--- src/rtl/wdt_pkg.sv ---
package wdt_pkg;

  localparam logic [1:0] ADDR_CTRL = 2'd0;
  localparam logic [1:0] ADDR_STAT = 2'd1;
  localparam logic [1:0] ADDR_CNT  = 2'd2;

  // strobes from control to datapath
  typedef struct packed {
    logic ctrlLoad;
    logic newMode;
    logic newRun;
    logic wdClear;
  } wdtStrobe_t;

endpackage

--- src/rtl/wdt_datapath.sv ---
module wdt_datapath
  import wdt_pkg::*;
#(
  parameter int CNT_W = 8
) (
  input  logic             clk,
  input  logic             extRstN,
  input  logic             countTick,
  input  wdtStrobe_t       strobe,
  output logic [CNT_W-1:0] cnt,
  output logic             modeWd,
  output logic             run,
  output logic             wrap
);

  logic step;
  assign step = run && countTick;
  assign wrap = step && (cnt == {CNT_W{1'b1}});

  always_ff @(posedge clk or negedge extRstN) begin
    if (!extRstN) begin
      cnt    <= '0;
      modeWd <= 1'b0;
      run    <= 1'b0;
    end else if (strobe.wdClear) begin
      cnt    <= '0;
      modeWd <= 1'b0;
      run    <= 1'b0;
    end else if (strobe.ctrlLoad) begin
      modeWd <= strobe.newMode;
      run    <= strobe.newRun;
      if (!strobe.newRun) cnt <= '0;
      else if (step)      cnt <= cnt + 1'b1;
    end else if (step) begin
      cnt <= cnt + 1'b1;
    end
  end

  AST_WD_CLEAR: assert property (@(posedge clk) disable iff (!extRstN)
    strobe.wdClear |=> (cnt == '0) && !run && !modeWd);
  AST_STOP_CLEARS: assert property (@(posedge clk) disable iff (!extRstN)
    strobe.ctrlLoad && !strobe.newRun && !strobe.wdClear |=> cnt == '0);
  AST_COUNT_STEP: assert property (@(posedge clk) disable iff (!extRstN)
    step && !strobe.ctrlLoad && !strobe.wdClear |=> cnt == CNT_W'($past(cnt) + 1'b1));
  AST_COUNT_HOLD: assert property (@(posedge clk) disable iff (!extRstN)
    !countTick && !strobe.ctrlLoad && !strobe.wdClear |=> $stable(cnt));

endmodule

--- src/rtl/wdt_ctrl.sv ---
module wdt_ctrl
  import wdt_pkg::*;
#(
  parameter int         CNT_W     = 8,
  parameter int         PULSE_LEN = 16,
  parameter logic [7:0] KEY_EN    = 8'h5A,
  parameter logic [7:0] KEY_CLR   = 8'hA5
) (
  input  logic             clk,
  input  logic             extRstN,
  input  logic             busWrEn,
  input  logic             busRdEn,
  input  logic [1:0]       busAddr,
  input  logic [15:0]      busWrData,
  output logic [7:0]       busRdData,
  input  logic [CNT_W-1:0] cnt,
  input  logic             modeWd,
  input  logic             run,
  input  logic             wrap,
  output wdtStrobe_t       strobe,
  output logic             intRstOut,
  output logic             intervalIrq
);

  localparam int PCNT_W = $clog2(PULSE_LEN + 1);

  logic [7:0]        keyByte;
  logic              wdOvf, statWr, enWr, clrWr, statRd;
  logic              flag, rstEn, readArmed, irqQ;
  logic [PCNT_W-1:0] pulseCnt;
  logic              unusedWrBits;

  assign keyByte      = busWrData[15:8];
  assign unusedWrBits = ^busWrData[5:2];
  assign wdOvf        = wrap && modeWd;
  assign statWr       = busWrEn && (busAddr == ADDR_STAT);
  assign statRd       = busRdEn && (busAddr == ADDR_STAT);
  assign enWr         = statWr && (keyByte == KEY_EN);
  assign clrWr        = statWr && (keyByte == KEY_CLR) && !busWrData[7] && readArmed;

  always_comb begin
    strobe.wdClear  = wdOvf;
    strobe.ctrlLoad = busWrEn && (busAddr == ADDR_CTRL);
    strobe.newMode  = busWrData[1];
    strobe.newRun   = busWrData[0];
  end

  // status register: only the external reset touches it
  always_ff @(posedge clk or negedge extRstN) begin
    if (!extRstN) begin
      flag      <= 1'b0;
      rstEn     <= 1'b0;
      readArmed <= 1'b0;
      pulseCnt  <= '0;
      irqQ      <= 1'b0;
    end else begin
      if (wdOvf)      flag <= 1'b1;
      else if (clrWr) flag <= 1'b0;

      if (clrWr)                readArmed <= 1'b0;
      else if (statRd && flag)  readArmed <= 1'b1;

      if (enWr) rstEn <= busWrData[6];

      if (wdOvf && rstEn)        pulseCnt <= PCNT_W'(PULSE_LEN);
      else if (pulseCnt != '0)   pulseCnt <= pulseCnt - 1'b1;

      irqQ <= wrap && !modeWd;
    end
  end

  assign intRstOut   = (pulseCnt != '0);
  assign intervalIrq = irqQ;

  always_comb begin
    case (busAddr)
      ADDR_CTRL: busRdData = {6'b0, modeWd, run};
      ADDR_STAT: busRdData = {flag, rstEn, 1'b0, 5'h1F};
      ADDR_CNT:  busRdData = 8'(cnt);
      default:   busRdData = 8'h00;
    endcase
  end

  AST_FLAG_SET_WD: assert property (@(posedge clk) disable iff (!extRstN)
    $rose(flag) |-> $past(wrap && modeWd));
  AST_NO_FLAG_INTERVAL: assert property (@(posedge clk) disable iff (!extRstN)
    wrap && !modeWd && !flag |=> !flag);
  AST_IRQ_SINGLE: assert property (@(posedge clk) disable iff (!extRstN)
    intervalIrq |=> !intervalIrq);
  AST_FLAG_STICKY: assert property (@(posedge clk) disable iff (!extRstN)
    flag && !clrWr |=> flag);
  AST_PULSE_START: assert property (@(posedge clk) disable iff (!extRstN)
    wdOvf && rstEn |=> intRstOut);
  AST_NO_RST_DISABLED: assert property (@(posedge clk) disable iff (!extRstN)
    wdOvf && !rstEn && !intRstOut |=> !intRstOut);
  AST_BAD_KEY: assert property (@(posedge clk) disable iff (!extRstN)
    statWr && keyByte != KEY_EN && keyByte != KEY_CLR |=> $stable(rstEn) && $stable(flag));

endmodule

--- src/rtl/wdt_reset_ctrl.sv ---
module wdt_reset_ctrl
  import wdt_pkg::*;
#(
  parameter int         CNT_W     = 8,
  parameter int         PULSE_LEN = 16,
  parameter logic [7:0] KEY_EN    = 8'h5A,
  parameter logic [7:0] KEY_CLR   = 8'hA5
) (
  input  logic        clk,
  input  logic        extRstN,
  input  logic        countTick,
  input  logic        busWrEn,
  input  logic        busRdEn,
  input  logic [1:0]  busAddr,
  input  logic [15:0] busWrData,
  output logic [7:0]  busRdData,
  output logic        intRstOut,
  output logic        intervalIrq
);

  wdtStrobe_t       strobe;
  logic [CNT_W-1:0] cnt;
  logic             modeWd, run, wrap;

  wdt_datapath #(.CNT_W(CNT_W)) u_dp (
    .clk(clk), .extRstN(extRstN), .countTick(countTick), .strobe(strobe),
    .cnt(cnt), .modeWd(modeWd), .run(run), .wrap(wrap)
  );

  wdt_ctrl #(
    .CNT_W(CNT_W), .PULSE_LEN(PULSE_LEN), .KEY_EN(KEY_EN), .KEY_CLR(KEY_CLR)
  ) u_ctrl (
    .clk(clk), .extRstN(extRstN), .busWrEn(busWrEn), .busRdEn(busRdEn),
    .busAddr(busAddr), .busWrData(busWrData), .busRdData(busRdData),
    .cnt(cnt), .modeWd(modeWd), .run(run), .wrap(wrap), .strobe(strobe),
    .intRstOut(intRstOut), .intervalIrq(intervalIrq)
  );

endmodule

--- config.mk ---
export PLATFORM = sky130hd
export DESIGN_NAME = wdt_reset_ctrl
export DESIGN_NICKNAME = d
export VERILOG_FILES = /design/src/rtl/wdt_pkg.sv /design/src/rtl/wdt_datapath.sv /design/src/rtl/wdt_ctrl.sv /design/src/rtl/wdt_reset_ctrl.sv
export SDC_FILE = /design/constraint.sdc
export NUM_CORES = 1
export LEC_CHECK = 0
export BUFFER_PORTS_ARGS = -buffer_cell sky130_fd_sc_hd__buf_2
export CAP_MARGIN = 30
export CORE_UTILIZATION = 35
export CTS_CLUSTER_SIZE = 30
export DETAILED_ROUTE_END_ITERATION = 12
export GPL_TIMING_DRIVEN = 0
export HOLD_SLACK_MARGIN = 0.02
export PLACE_DENSITY = 0.61
export RECOVER_POWER = 50
export SETUP_SLACK_MARGIN = 0.15
export SLEW_MARGIN = 20
export SYNTH_ARGS = -nofsm -noshare
export SYNTH_HDL_FRONTEND = slang
export SYNTH_SLANG_ARGS = --single-unit
export TNS_END_PERCENT = 20
--- constraint.sdc ---
create_clock -name clk -period 1.65 [get_ports clk]
set_input_delay 0.2475 -clock clk [delete_from_list [all_inputs] [get_ports clk]]
set_output_delay 0.2475 -clock clk [all_outputs]
set_load 0.02 [all_outputs]
# Word level (Yosys, flattened, before mapping)
# Cells that the tools add are included.
[word_totals] regBits=19 wordCells=51
[op_classes] addsub=2 n_mux=15 n_eq_ne=5 reduce_logical=21
[ops] op="$mux W8" count=4
[ops] op="$pmux W8 S3" count=1
[ops] op="$eq A8 B8 Y1 const B" count=2
[ops] op="$logic_and A1 B1 Y1" count=13
[ops] op="$mux W5" count=2
[ops] op="$add A8 B1 Y8 const B" count=1
[ops] op="$eq A8 B7 Y1 const B" count=1
[ops] op="$mux W1" count=8
[ops] op="$reduce_bool A2 Y1" count=4
[ops] op="$reduce_bool A5 Y1" count=1
[ops] op="$sub A5 B1 Y5 const B" count=1
[ops] op="$eq A2 B1 Y1 const B" count=1
[ops] op="$eq A2 B2 Y1 const B" count=1
[ops] op="$logic_not A1 Y1" count=2
[ops] op="$logic_not A2 Y1" count=1

# Logic depth before layout (Yosys ltp)
# Gate-level depths: netlist of run 1.
[logic_depth] ltp_word=7 depth_mapped=6

# Modules after synthesis
# A second synthesis of run 1 with hierarchy kept.
[unflattened] hier_cells=113 hier_area_um2=1077.3
[modules_own_cells] module="wdt_ctrl" cells_per_inst=62 area_per_inst_um2=580.6 n_inst=1 seq_area_each_um2=225.2
[modules_own_cells] module="wdt_datapath" cells_per_inst=51 area_per_inst_um2=496.7 n_inst=1 seq_area_each_um2=250.2

# Least setup slack after synthesis of run 1
# OpenSTA, ideal clock, no wires.
[synth_timing] kind="register -> register" from="register u_dp.cnt[0]" to="register u_ctrl.pulseCnt[4]" path_stages_with_launch=7 slack_ns=0.169 setup_ns=0.119 arrival_ns=1.363 cell_sequence="dfrtp_1 > ha_1 > and3_1 > buf_6 > and4_4 > and2_4 > a21o_2"
[synth_via] elab_chain_cells=5 word_cells_on_any_way=6 cone_classes="eq/ne: 1; mux: 1; reduce/logical: 4"
[synth_lines] item="start: declaration" line_no="wdt_datapath.sv:10" source="output logic [CNT_W-1:0] cnt,"
[synth_lines] item="start signal: assignment" line_no="wdt_datapath.sv:33" source="else if (step) cnt <= cnt + 1'b1;"
[synth_lines] item="start signal: assignment" line_no="wdt_datapath.sv:35" source="cnt <= cnt + 1'b1;"
[synth_lines] item="$eq A8 B8 Y1 *" line_no="wdt_datapath.sv:18" source="assign wrap = step && (cnt == {CNT_W{1'b1}});"
[synth_lines] item="$logic_and A1 B1 Y1 *" line_no="wdt_datapath.sv:18"
[synth_lines] item="$logic_and A1 B1 Y1 *" line_no="wdt_ctrl.sv:35" source="assign wdOvf = wrap && modeWd;"
[synth_lines] item="$logic_and A1 B1 Y1 *" line_no="wdt_ctrl.sv:65" source="if (wdOvf && rstEn) pulseCnt <= PCNT_W'(PULSE_LEN);"
[synth_lines] item="$mux W5 / $reduce_bool A2 Y1 (equally long branches)"
[synth_lines] item="end signal: assignment" line_no="wdt_ctrl.sv:65"
[synth_lines] item="end signal: assignment" line_no="wdt_ctrl.sv:66" source="else if (pulseCnt != '0) pulseCnt <= pulseCnt - 1'b1;"
[synth_lines] item="end: declaration" line_no="wdt_ctrl.sv:30" source="logic [PCNT_W-1:0] pulseCnt;"
# Mark *: on every way between the ends. The rest lies on a longest branch, timed or not.
# A chain may end at the register's enable or synchronous reset.

# Final worst setup path of run 1
[layout_timing] from="register u_ctrl.pulseCnt[1]" to="output intRstOut"
[layout_via] elab_chain_cells=1
[layout_lines] item="$reduce_bool A5 Y1" line_no="wdt_ctrl.sv:72" source="assign intRstOut = (pulseCnt != '0);"
[layout_lines] item="end: declaration" line_no="wdt_reset_ctrl.sv:17" source="output logic intRstOut,"
# No other way between the ends.

==> results of run 1 <==
cell families (layout without fill, tap and decap cells):
| family | count (synthesis) | count (layout) |
|---|---|---|
| XOR/XNOR | 9 | 9 |
| AND/OR/NAND/NOR | 59 | 59 |
| multiplexers | 1 | 1 |
| buffers and inverters | 6 | 47 |
| AO/OA/AOI/OAI | 15 | 15 |
| flip-flops | 19 | 19 |
| adder cells (fa/ha/maj) | 2 | 2 |
registers in the layout, indices dropped and copies added, names as in the netlist:
signal              cells
u_ctrl.rstEn            1
u_ctrl.flag             1
u_dp.cnt                8
u_ctrl.intervalIrq      1
u_ctrl.pulseCnt         5
u_ctrl.readArmed        1
u_dp.run                1
u_dp.modeWd             1
cell usage after synthesis, types with 4 or more instances:
master | instances | area share [%]
a21oi_1 | 5 | 2.4
and3_1 | 4 | 2.4
dfrtp_1 | 19 | 45
inv_1 | 4 | 1.4
nand2_1 | 10 | 3.6
nand3_1 | 5 | 2.4
nor2_1 | 19 | 6.8
nor4bb_1 | 4 | 3.8
xnor2_1 | 7 | 5.8
stage by stage:
stage                     setup slack (ns)  std cells  TNS, ns
after global placement               0.116        170        0
after detailed placement             0.101        170        0
after CTS                           0.0701        180        0
final                               0.0964        183        0
after global routing               -0.0197        183  -0.0197
after floorplan                      0.169        111        0
what timing repair did:
item,CTS,global route
pin swaps,1,2
endpoints found under the hold margin,19,0
setup endpoints to repair,3,10
buffers inserted,5,3
hold buffers,1,0
gates resized for setup,6,8
where the power goes:
group          switching [mW]  leakage, nW  internal [mW]
clock                   0.135       0.0150         0.0939
combinational           0.129        0.462          0.133
sequential             0.0759        0.256          0.523
path summary, 6_finish.rpt:
path                                           startpoint                             end  slack [ns]
min                                          busWrData[6]        u_ctrl.rstEn$_DFFE_PN0P_        0.18
min in group asynchronous                         extRstN           u_dp.cnt[3]$_DFF_PN0_        0.65
min reg2reg                  u_ctrl.readArmed$_DFFE_PN0P_    u_ctrl.readArmed$_DFFE_PN0P_        0.50
max reg2reg                         u_dp.cnt[1]$_DFF_PN0_  u_ctrl.pulseCnt[4]$_DFFE_PN0P_        0.12
max                        u_ctrl.pulseCnt[1]$_DFFE_PN0P_                       intRstOut         0.1
max in group asynchronous                         extRstN           u_dp.cnt[7]$_DFF_PN0_        0.37
area by class of cell:
type | count | area, µm² | share of cell area (%)
clock buffers | 4 | 26.3 | 1.91
inverters | 4 | 15.0 | 1.09
multi-input cells | 86 | 589 | 42.9
repair buffers | 37 | 214 | 15.6
flip-flops and latches | 19 | 475 | 34.6
well taps | 31 | 38.8 | 2.82
plain buffers | 2 | 16.3 | 1.18
metal layers:
layer,GRT usage (%),part of all wire [%]
met5,0,0
met4,6.27,0.55
met3,2.07,3.4
met2,25.2,51
met1,21.4,45
==> summary.txt, run 1 <==
Outcome
  • Status: finished, final reports clean

Logic synthesis
  • Ys flop type: dfrtp_1
  • Syn Inst Count: 111
  • Mean post-synth cell area: 9.50 µm²
  • Largest family of logic cells by synthesized area: simple AND/OR/NAND/NOR gates
  • Simple-gate portion of the synthesized area: 31.7%
  • Post-synthesis async set-or-reset flop share: 100%
  • Number of synthesized flops with an enable pin: 0
  • Post-synthesis net count: 136
  • Mux contribution to synthesized area: 1.07%
  • Mapped Area: 1050 µm²
  • Yosys cell types: 31
  • Sequential area share after synthesis: 45.1%
  • #FFs+latches synth: 19
  • Synth Area in XOR/XNOR: 7.47%
  • Post-synthesis compound-gate area fraction: 9.49%
  • Post-synthesis adder-cell area fraction: 2.37%
  • Synthesis warning total: 0

Global routing
  • Global-route wire length before repair: 3950 µm
  • Largest net degree at the start of global routing: 20
  • Total track usage: 15.7%
  • Number of global-route vias before repair: 891
  • Aggregate global routing overflow: 0
  • Initial antenna violation count: 0

Setup path
  • CP cell instances: inv_2 > ha_4 > nor4b_4 > inv_1 > buf_6
  • Worst R2R Path Depth: 6
  • Worst EP required: 1.40 ns
  • Buf/Inv on CP: 3
  • Crit path DAT: 1.31 ns
  • Critical Path Max Stage Delay: 0.41 ns
  • Slowest cell on crit path: dfrtp_1
  • Setup crit end kind: output pin
  • Crit path launch type: register
  • Top delay family on crit path: flip-flops
  • Total stage count of the critical path: 5
  • Max FO, Critical Path: 2
  • WS Path Type: reg2out

Final layout
  • Post-route cell area: 1380 µm²
  • Share of post-route cells with drive strength above 1: 34.9%
  • Commonest non-fill, non-tap cell in the layout: buf_2
  • Area grow syn2layout: 30.4%
  • Diodes inserted: 0
  • Most frequent cells in the layout: buf_2 (25), nor2_1 (19), dfrtp_1 (19)
  • # fillers: 275
  • Final #Nets: 178
  • Fin util: 49.0%

Clock network
  • Reg clk slew, reported paths: 0.10 ns
  • Worst-Skew Late Latency: 0.29 ns
  • CTS sink cnt: 19
  • TritonCTS clock tree: yes
  • Num CTS Buffers: 3
  • Htree depth: 1
  • Root Buffer: clkbuf_4
  • Clock tree buffer depth: 2

STA
  • RSZ-0062 raised after global routing: true
  • Fin crit period: 1.55 ns
  • Clock skew: 0.00400 ns
  • Fin Hold WS: 0.179 ns
  • Final Hold Vio Count: 0
  • Fin. max-slew vios: 0
  • Max Freq: 644 MHz
  • Worst slew margin: 30.1%
  • Final setup viols: 0
  • Measured slew at the worst slew-check pin: 1.05 ns
  • Final period util: 94.2%

Flow run
  • Max-Cap Viols: 0

Placement
  • # port buffers: 28
  • Dpl hpwl: 1730 µm
  • Dpl cell area: 1230 µm²
  • Gpl congestion: 0.742

Power
  • Final Power: 1.09 mW
  • Worst vdd ir: 0.467 mV
  • Leakage: 0.733 nW
  • Power Density: 792 nW/µm²

Floorplanning
  • Ports: 33
  • Core area: 2810 µm²
  • Die area: 3240 µm²
  • Die span in x: 56.9 µm
  • # rows: 19
  • Die Ht: 56.9 µm
  • Initial cell density of the core: 37.6%

Route
  • Post-route ant nets: 0
  • Drt drc: 0
  • Initial drt markers: 16
  • Vias: 938
  • Drt pass-1 iters: 4
  • Via-to-Cell Ratio: 5.13
  • Drt wl/cell: 12.8 µm
  • Final WL: 2350 µm

Hold path
  • Worst hold path class: in2reg
  • Worst hold path depth: 2
Power figures use the tool's default switching activity.
==> inputs of run 2 (changes only) <==
--- a/config.mk
+++ b/config.mk
@@ -12,7 +12,7 @@
 export DETAILED_ROUTE_END_ITERATION = 12
 export GPL_TIMING_DRIVEN = 0
 export HOLD_SLACK_MARGIN = 0.02
-export PLACE_DENSITY = 0.61
+export PLACE_DENSITY = 0.6
 export RECOVER_POWER = 50
 export SETUP_SLACK_MARGIN = 0.15
 export SLEW_MARGIN = 20
==> constraint.sdc (replaced) <==
create_clock -name clk -period 1.9 [get_ports clk]
set_input_delay 0.285 -clock clk [delete_from_list [all_inputs] [get_ports clk]]
set_output_delay 0.285 -clock clk [all_outputs]
set_load 0.02 [all_outputs]
==> summary.txt, run 2 (synthesis results as in run 1) <==
Final layout
  • Post-route cell area: 1280 µm²
  • Final #Nets: 171
  • Commonest non-fill, non-tap cell in the layout: buf_2
  • Max reg flops: 8
  • Area grow syn2layout: 21.2%
  • Most frequent cells in the layout: buf_2 (25), nor2_1 (19), dfrtp_1 (19)
  • Diodes inserted: 0
  • Share of post-route cells with drive strength above 1: 25.5%
  • Fin cells: 176
  • Fin util: 45.6%
  • Top Registers: u_dp.cnt: 8 flops, u_ctrl.pulseCnt: 5 flops
  • Reg with most FFs: u_dp.cnt

Clock network
  • Worst-Skew Late Latency: 0.30 ns
  • Root Buffer: clkbuf_4
  • CTS sink cnt: 19
  • Htree depth: 1
  • Reg clk slew, reported paths: 0.11 ns
  • Clock tree buffer depth: 2
  • TritonCTS clock tree: yes
  • Num CTS Buffers: 3

Route
  • Drt pass-1 iters: 4
  • Via-to-Cell Ratio: 5.23
  • Drt drc: 0
  • Vias: 921
  • Drt wl/cell: 13.2 µm
  • Post-route ant nets: 0
  • Initial drt markers: 18
  • Final WL: 2330 µm

STA
  • Final setup viols: 0
  • Final Hold Vio Count: 0
  • Setup TNS: 0 ns
  • RSZ-0062 raised after global routing: false
  • Clock skew: 0.00317 ns
  • Fin. max-slew vios: 0
  • Worst slew margin: 31.1%
  • Max Freq: 603 MHz
  • Final period util: 87.3%
  • Measured slew at the worst slew-check pin: 1.03 ns
  • Fin Hold WS: 0.210 ns
  • Fin crit period: 1.66 ns
  • Worst setup margin: 0.241 ns

Power
  • Final Power: 0.927 mW
  • Power Density: 725 nW/µm²
  • Worst vdd ir: 0.440 mV
  • Leakage: 0.685 nW

Floorplanning
  • Die area: 3240 µm²
  • Core area: 2810 µm²
  • Initial cell density of the core: 37.6%
  • Die Ht: 56.9 µm
  • # rows: 19
  • Ports: 33
  • Die span in x: 56.9 µm

Placement
  • Gpl congestion: 0.729
  • # port buffers: 28
  • Dpl cell area: 1230 µm²
  • DP Cell Count: 170
  • Placement Setup Slack: 0.330 ns
  • Dpl hpwl: 1810 µm

Setup path
  • WS Path Type: reg2out
  • Worst EP required: 1.62 ns
  • Max FO, Critical Path: 3
  • Setup crit start: u_ctrl.pulseCnt[1]$_DFFE_PN0P_
  • R2R Path Start: u_dp.cnt[0]$_DFF_PN0_
  • Crit path launch type: register
  • Crit path DAT: 1.37 ns
  • Setup crit end kind: output pin

Hold path
  • Worst hold path class: in2reg
  • Min-delay src: busWrData[6]

Global routing
  • Global-route wire length before repair: 4070 µm
  • Largest net degree at the start of global routing: 20
  • Number of global-route vias before repair: 933
  • Aggregate global routing overflow: 0
  • Initial antenna violation count: 0
  • Total track usage: 16.5%

Outcome
  • Status: finished, final reports clean

Flow run
  • Max-Cap Viols: 0
-- run 2: critical path: stages, from the launching register on --
cell	delay, ns
dfrtp_1	0.41
inv_1	0.11
ha_4	0.15
nor4b_4	0.20
inv_1	0.05
buf_2	0.15
-- run 2: final timing paths --
check / to / slack, ns / cells after the start
min: u_ctrl.rstEn$_DFFE_PN0P_ / 0.21 / 2
min in group asynchronous: u_dp.run$_DFFE_PN0P_ / 0.67 / 2
max: intRstOut / 0.24 / 5
min reg2reg: u_ctrl.readArmed$_DFFE_PN0P_ / 0.49 / 1
max in group asynchronous: u_dp.cnt[4]$_DFF_PN0_ / 0.61 / 2
max reg2reg: u_ctrl.pulseCnt[4]$_DFFE_PN0P_ / 0.27 / 6
-- run 2: layout make-up --
cell class                 count  area, µm²
timing repair buffer          30        154
buffer                         2       7.51
sequential                    19        475
clock buffer                   4       26.3
inverter                       4       15.0
tap                           31       38.8
fill                         289       1530
multi-input combinational     86        562
-- run 2: power by group --
part	internal (mW)	total (mW)	leakage, nW	switching (mW)
clock	0.0818	0.207	0.0150	0.125
combinational	0.0924	0.200	0.414	0.108
sequential	0.454	0.520	0.256	0.0658
total	0.628	0.927	0.685	0.298
-- run 2: repair_timing --
item,4_1_cts,5_1_grt
pin swaps,0,1
setup buffers,1,0
hold buffers,1,0
endpoints found under the setup margin,1,1
endpoints found under the hold margin,19,0
resized for setup,0,2
-- run 2: metal layers --
layer	vias to the layer above	track usage [%]	wire, µm
li1	456	-	-
met1	442	19.0	1040
met2	19	28.9	1180
met3	4	2.30	70
met4	0	9.41	42
met5	-	0	0
